## src/rtl/mpub_pkg.sv

```systemverilog
package mpub_pkg;

    typedef enum logic [1:0] {
        XK_CMD_WR  = 2'd0,
        XK_STAT_RD = 2'd1,
        XK_DAT_WR  = 2'd2,
        XK_DAT_RD  = 2'd3
    } xfer_kind_e;

    // Register select and direction together name the transaction.
    function automatic xfer_kind_e decode_kind(input logic sel, input logic rd);
        case ({sel, rd})
            2'b00:   return XK_CMD_WR;
            2'b01:   return XK_STAT_RD;
            2'b10:   return XK_DAT_WR;
            default: return XK_DAT_RD;
        endcase
    endfunction

endpackage

```

## src/rtl/mpub_sync.sv

```systemverilog
module mpub_sync #(
    parameter int STAGES = 2
) (
    input  logic clk,
    input  logic rst_n,
    input  logic async_i,
    output logic level_o,
    output logic rise_o,
    output logic fall_o
);
    logic [STAGES-1:0] chain_q;
    logic              prev_q;

    generate
        for (genvar i = 0; i < STAGES; i++) begin : g_stage
            if (i == 0) begin : g_first
                always_ff @(posedge clk) begin
                    if (!rst_n) chain_q[i] <= 1'b0;
                    else        chain_q[i] <= async_i;
                end
            end else begin : g_next
                always_ff @(posedge clk) begin
                    if (!rst_n) chain_q[i] <= 1'b0;
                    else        chain_q[i] <= chain_q[i-1];
                end
            end
        end
    endgenerate

    always_ff @(posedge clk) begin
        if (!rst_n) prev_q <= 1'b0;
        else        prev_q <= chain_q[STAGES-1];
    end

    assign level_o = chain_q[STAGES-1];
    assign rise_o  = chain_q[STAGES-1] & ~prev_q;
    assign fall_o  = ~chain_q[STAGES-1] & prev_q;

endmodule

```

## src/rtl/mpub_rdmux.sv

```systemverilog
module mpub_rdmux #(
    parameter int DATA_W = 8
) (
    input  logic [DATA_W-1:0] word_i,
    input  logic              wide_i,
    input  logic              second_i,
    output logic [DATA_W-1:0] bus_o
);
    localparam int HALF_W = DATA_W / 2;

    always_comb begin
        if (wide_i) begin
            bus_o = word_i;
        end else if (second_i) begin
            bus_o = {word_i[HALF_W-1:0], {HALF_W{1'b0}}};
        end else begin
            bus_o = {word_i[DATA_W-1:HALF_W], {HALF_W{1'b0}}};
        end
    end

endmodule

```

## src/rtl/mpu_bus_bridge.sv

```systemverilog
module mpu_bus_bridge
    import mpub_pkg::*;
#(
    parameter int DATA_W      = 8,
    parameter int SYNC_STAGES = 2
) (
    input  logic              clk,
    input  logic              rst_n,
    input  logic              bus_sel_i,
    input  logic              bus_rd_i,
    input  logic              bus_en_i,
    input  logic [DATA_W-1:0] bus_d_i,
    output logic [DATA_W-1:0] bus_d_o,
    output logic              bus_oe_o,
    input  logic              busy_i,
    input  logic [DATA_W-2:0] addr_ctr_i,
    input  logic [DATA_W-1:0] rd_data_i,
    output logic              cmd_wr_o,
    output logic              dat_wr_o,
    output logic              dat_rd_o,
    output logic [DATA_W-1:0] byte_o
);
    localparam int HALF_W = DATA_W / 2;
    localparam int DL_BIT = DATA_W - 4;
    localparam logic [2:0] WIDTH_CMD_TAG = 3'b001;

    typedef struct packed {
        logic              wide;
        logic              second;
        logic [HALF_W-1:0] hi_nib;
        logic [DATA_W-1:0] word;
        logic [DATA_W-1:0] wbyte;
        logic              cmd_stb;
        logic              dw_stb;
        logic              dr_stb;
    } state_t;

    state_t st_d, st_q;

    logic en_lvl, en_rise, en_fall;
    logic mode8_w;

    mpub_sync #(.STAGES(SYNC_STAGES)) u_sync (
        .clk     (clk),
        .rst_n   (rst_n),
        .async_i (bus_en_i),
        .level_o (en_lvl),
        .rise_o  (en_rise),
        .fall_o  (en_fall)
    );

    always_comb begin
        logic [DATA_W-1:0] full;
        xfer_kind_e        kind;

        st_d         = st_q;
        st_d.cmd_stb = 1'b0;
        st_d.dw_stb  = 1'b0;
        st_d.dr_stb  = 1'b0;
        kind         = decode_kind(bus_sel_i, bus_rd_i);
        full         = st_q.wide ? bus_d_i : {st_q.hi_nib, bus_d_i[DATA_W-1:HALF_W]};

        // The read word is captured once per byte, at the first enable rise.
        if (en_rise && (st_q.wide || !st_q.second)) begin
            st_d.word = bus_sel_i ? rd_data_i : {busy_i, addr_ctr_i};
        end

        if (en_fall) begin
            if (!st_q.wide && !st_q.second) begin
                st_d.second = 1'b1;
                if (!bus_rd_i) begin
                    st_d.hi_nib = bus_d_i[DATA_W-1:HALF_W];
                end
            end else begin
                st_d.second = 1'b0;
                case (kind)
                    XK_CMD_WR: begin
                        st_d.wbyte   = full;
                        st_d.cmd_stb = 1'b1;
                        if (full[DATA_W-1:DATA_W-3] == WIDTH_CMD_TAG) begin
                            st_d.wide = full[DL_BIT];
                        end
                    end
                    XK_DAT_WR: begin
                        st_d.wbyte  = full;
                        st_d.dw_stb = 1'b1;
                    end
                    XK_DAT_RD: st_d.dr_stb = 1'b1;
                    default:   ;
                endcase
            end
        end
    end

    always_ff @(posedge clk) begin
        if (!rst_n) begin
            st_q        <= '0;
            st_q.wide   <= 1'b1;
        end else begin
            st_q <= st_d;
        end
    end

    mpub_rdmux #(.DATA_W(DATA_W)) u_rdmux (
        .word_i   (st_q.word),
        .wide_i   (st_q.wide),
        .second_i (st_q.second),
        .bus_o    (bus_d_o)
    );

    assign mode8_w  = st_q.wide;
    assign bus_oe_o = en_lvl & bus_rd_i;
    assign cmd_wr_o = st_q.cmd_stb;
    assign dat_wr_o = st_q.dw_stb;
    assign dat_rd_o = st_q.dr_stb;
    assign byte_o   = st_q.wbyte;

endmodule

```

## config.mk

```make
export PLATFORM = sky130hd
export DESIGN_NAME = mpu_bus_bridge
export DESIGN_NICKNAME = d
export VERILOG_FILES = /design/src/rtl/mpub_pkg.sv /design/src/rtl/mpub_sync.sv /design/src/rtl/mpub_rdmux.sv /design/src/rtl/mpu_bus_bridge.sv
export SDC_FILE = /design/constraint.sdc
export NUM_CORES = 1
export LEC_CHECK = 0
export BUFFER_PORTS_ARGS = -buffer_cell sky130_fd_sc_hd__clkbuf_2
export CAP_MARGIN = 20
export CORE_AREA = 3 3 52 90
export DETAILED_ROUTE_END_ITERATION = 12
export DIE_AREA = 0 0 55 93
export HOLD_SLACK_MARGIN = 0.05
export PLACE_DENSITY = 0.68
export RECOVER_POWER = 50
export SETUP_SLACK_MARGIN = 0.4
export SLEW_MARGIN = 20
export SYNTH_ARGS = -nofsm -noshare
export SYNTH_HDL_FRONTEND = slang
export SYNTH_SLANG_ARGS = --single-unit
export TNS_END_PERCENT = 30
```

## constraint.sdc

```tcl
create_clock -name clk -period 3.7 [get_ports clk]
set_input_delay 0.185 -clock clk [delete_from_list [all_inputs] [get_ports clk]]
set_output_delay 0.185 -clock clk [all_outputs]
set_load 0.05 [all_outputs]
```

==> flow_summary.ini <==
[clock_tree]
clock_sinks = 28
clock_path_buffers = 2
post-cts-setup-buffers = 0
cts_tree = built
clk_pin_slew_ps = 90
insertion_delay_ps = 270
cts_buffers = 3
hold_buffers = 0
cts.repair.resized = 0
cts_root_buf = clkbuf_8
htree_levels = 1

[sta]
max_freq_ghz = 0.468
hold_viol = 0
setup_viol = 0
post-route-min-period_ps = 2140
relSlewSlack_pct = 24.8
worst_slew_pin_slew_ps = 1130
rsz0062_at_grt = no
fin_ws_ps = 1560
clock_skew_ps = 2.45
maxSlewViolCount = 0
timing.final.crit_share_pct = 57.8
finalSetupTns_ps = 0

[global_route]
overflow = 0
grt_start_max_net_pins = 30
antenna_found_initial = 0
grt_pass1_vias = 1002
grt_use_total_pct = 11.3
grt_pass1_wl_um = 4260

[synthesis]
synth_top_family_by_area = simple AND/OR/NAND/NOR gates
ys_warn_count = 0
ys.flop_type = dfxtp_1
synth-compound-area-share_pct = 14.8
yosys.area_share.xor_xnor_pct = 0
synth_area_leaders = dfxtp_1 40%, mux2i_1 11%, o211a_1 11%, nand2_1 5.6%, buf_4 4.8%
synthMuxAreaShare_pct = 15.5
synthSimpleGateAreaFrac_pct = 20.6
syn_area_per_cell_um2 = 10.2
synth_top_area_cell = dfxtp_1
synth_top_area_share_pct = 40.1
yosysUniqueCellTypes = 28
synth.cell_area_um2 = 1400
synth_edf_count = 0
yosys-top-cells-count = 28 x dfxtp_1, 21 x nand2_1, 16 x mux2i_1, 16 x o211a_1, 9 x buf_4
netlist_instances = 137
synth-seq-area-share_pct = 40.1
synth_fa_ha_area_share_pct = 0
async_reset_ff_share_pct = 0
syn_nets = 166
synth.most_common_cell = dfxtp_1
synth_seq_cells = 28

[final_layout]
final_util_pct = 39.0
final_layout_size_suffix_gt1_share_pct = 26.7
nNetsFinal = 202
syn_to_final_growth_pct = 14.9
fillers = 449
diodes = 0
stdcell_count = 221

[power]
cellPowerDensity_nw_per_um2 = 363
ir_drop_mv = 0.206
leakage_nw = 0.889
p_total_mw = 0.583

[place]
io_buffers = 48
dp_cells = 217
globalplace.congestion = 0.703
pre_cts_slack_ps = 1730
dp_hpwl_um = 2060

[critical_path]
timing.rr.start = mode8_w
worstReg2RegEnd = byte_o[3]
slowest_stage = dfxtp_1
crit_family = simple AND/OR/NAND/NOR gates
cp-start-kind = flop
arrival_ps = 2310
rrSetupSlack_ps = 1560
cpPeakStageDelay_ps = 800
crit_type = reg2reg
crit_chain = nor2_1 > nor3_4 > o211ai_1 > o211a_1
rr_worst_depth = 4
critPathMaxFanout = 18
cp_num_buf_inv = 0
critPathCaptureType = flop
worstPathRequired_ps = 3870

[detailed_routing]
num_vias = 1089
wl_um = 2730
dr.pass1.iters = 4
wl_per_cell_um = 12.3
detail_route.iter0.violations = 14
drc = 0
antenna_left = 0
vias_per_cell = 4.93

[floorplanning]
start_util_pct = 34.0
coreArea_um2 = 4110
ioPinCount = 49
rows = 31
fp.dieH_um = 93
dieArea_um2 = 5120
die_w_um = 55

[worst_hold_path]
worstHoldPathCells = 2
hold_path_end = u_sync.chain_q[0]
min_from = bus_en_i
hold_path.class = in2reg

[outcome]
outcome = completed

[job]
maxCapViolCount = 0
layer usage:
layer	track usage, %	routed length (um)	up-vias
met5	0	0	-
met4	6.69	87	0
met3	2.23	195	7
met2	20.0	1360	37
met1	11.4	1080	500
li1	-	-	545
logic make-up after synthesis:
group / Yosys count
simple gates: 48
flops: 28
compound gates: 22
mux: 21
buf+inv: 18
worst max path at each step:
stage	from	to	slack [ps]	depth (start not counted)
3_3_place_gp	mode8_w	st_q[11]	1760	4
2_1_floorplan	u_sync.prev_q	mode8_w	2320	4
3_5_place_dp	mode8_w	st_q[11]	1730	4
5_1_grt	mode8_w	byte_o[3]	1390	4
6_report	mode8_w	byte_o[3]	1560	4
4_1_cts	mode8_w	bus_d_o[7]	1600	3
placed cells by master, fill, tap and decap left out, types with 2 or more instances in the layout:
master,Yosys,layout
nand2_1,21,21
dfxtp_1,28,28
nand3_1,5,5
nor3b_4,2,2
mux2i_1,16,16
o211a_1,16,16
clkbuf_2,0,33
clkbuf_8,0,4
nand2b_1,2,2
and2_1,8,8
mux2_2,4,4
nor2_1,1,2
a21boi_0,0,4
clkbuf_1,3,15
sequential cells by signal (all words and copies together), names as in the netlist:
| register | flops |
|---|---|
| st_q | 13 |
| byte_o | 8 |
| cmd_wr_o | 1 |
| dat_rd_o | 1 |
| dat_wr_o | 1 |
| mode8_w | 1 |
| u_sync.chain_q | 1 |
| u_sync.level_o | 1 |
| u_sync.prev_q | 1 |
report_power, final:
| group | total [mW] | switching, mW | internal (mW) | leakage, nW |
|---|---|---|---|---|
| Clock | 0.188 | 0.0925 | 0.0953 | 0.0288 |
| Combinational | 0.0815 | 0.0504 | 0.0310 | 0.633 |
| Sequential | 0.314 | 0.00458 | 0.309 | 0.227 |
worst register-to-register path, stage by stage, from the launching register on:
cell      delay (ps)
dfxtp_1          800
nor2_1           330
nor3_4           580
o211ai_1         170
o211a_1          160
stage by stage:
| step | instance area, um2 | hold slack, ps |
|---|---|---|
| after CTS | 1630 | 108 |
| final | 1610 | 112 |
| after global routing | 1610 | 115 |
| after detailed placement | 1580 | 401 |
| after global placement | 1580 | 396 |
| after floorplan | 1400 | 312 |
final cells by class:
cell class	count	area (um2)	area share, %
inverter	1	3.75	0.234
clock buffer	4	55.1	3.43
tap	49	61.3	3.82
multi-input combinational	91	703	43.8
sequential	28	561	34.9
timing repair buffer	48	221	13.8
(Power assumes the default switching activity.)
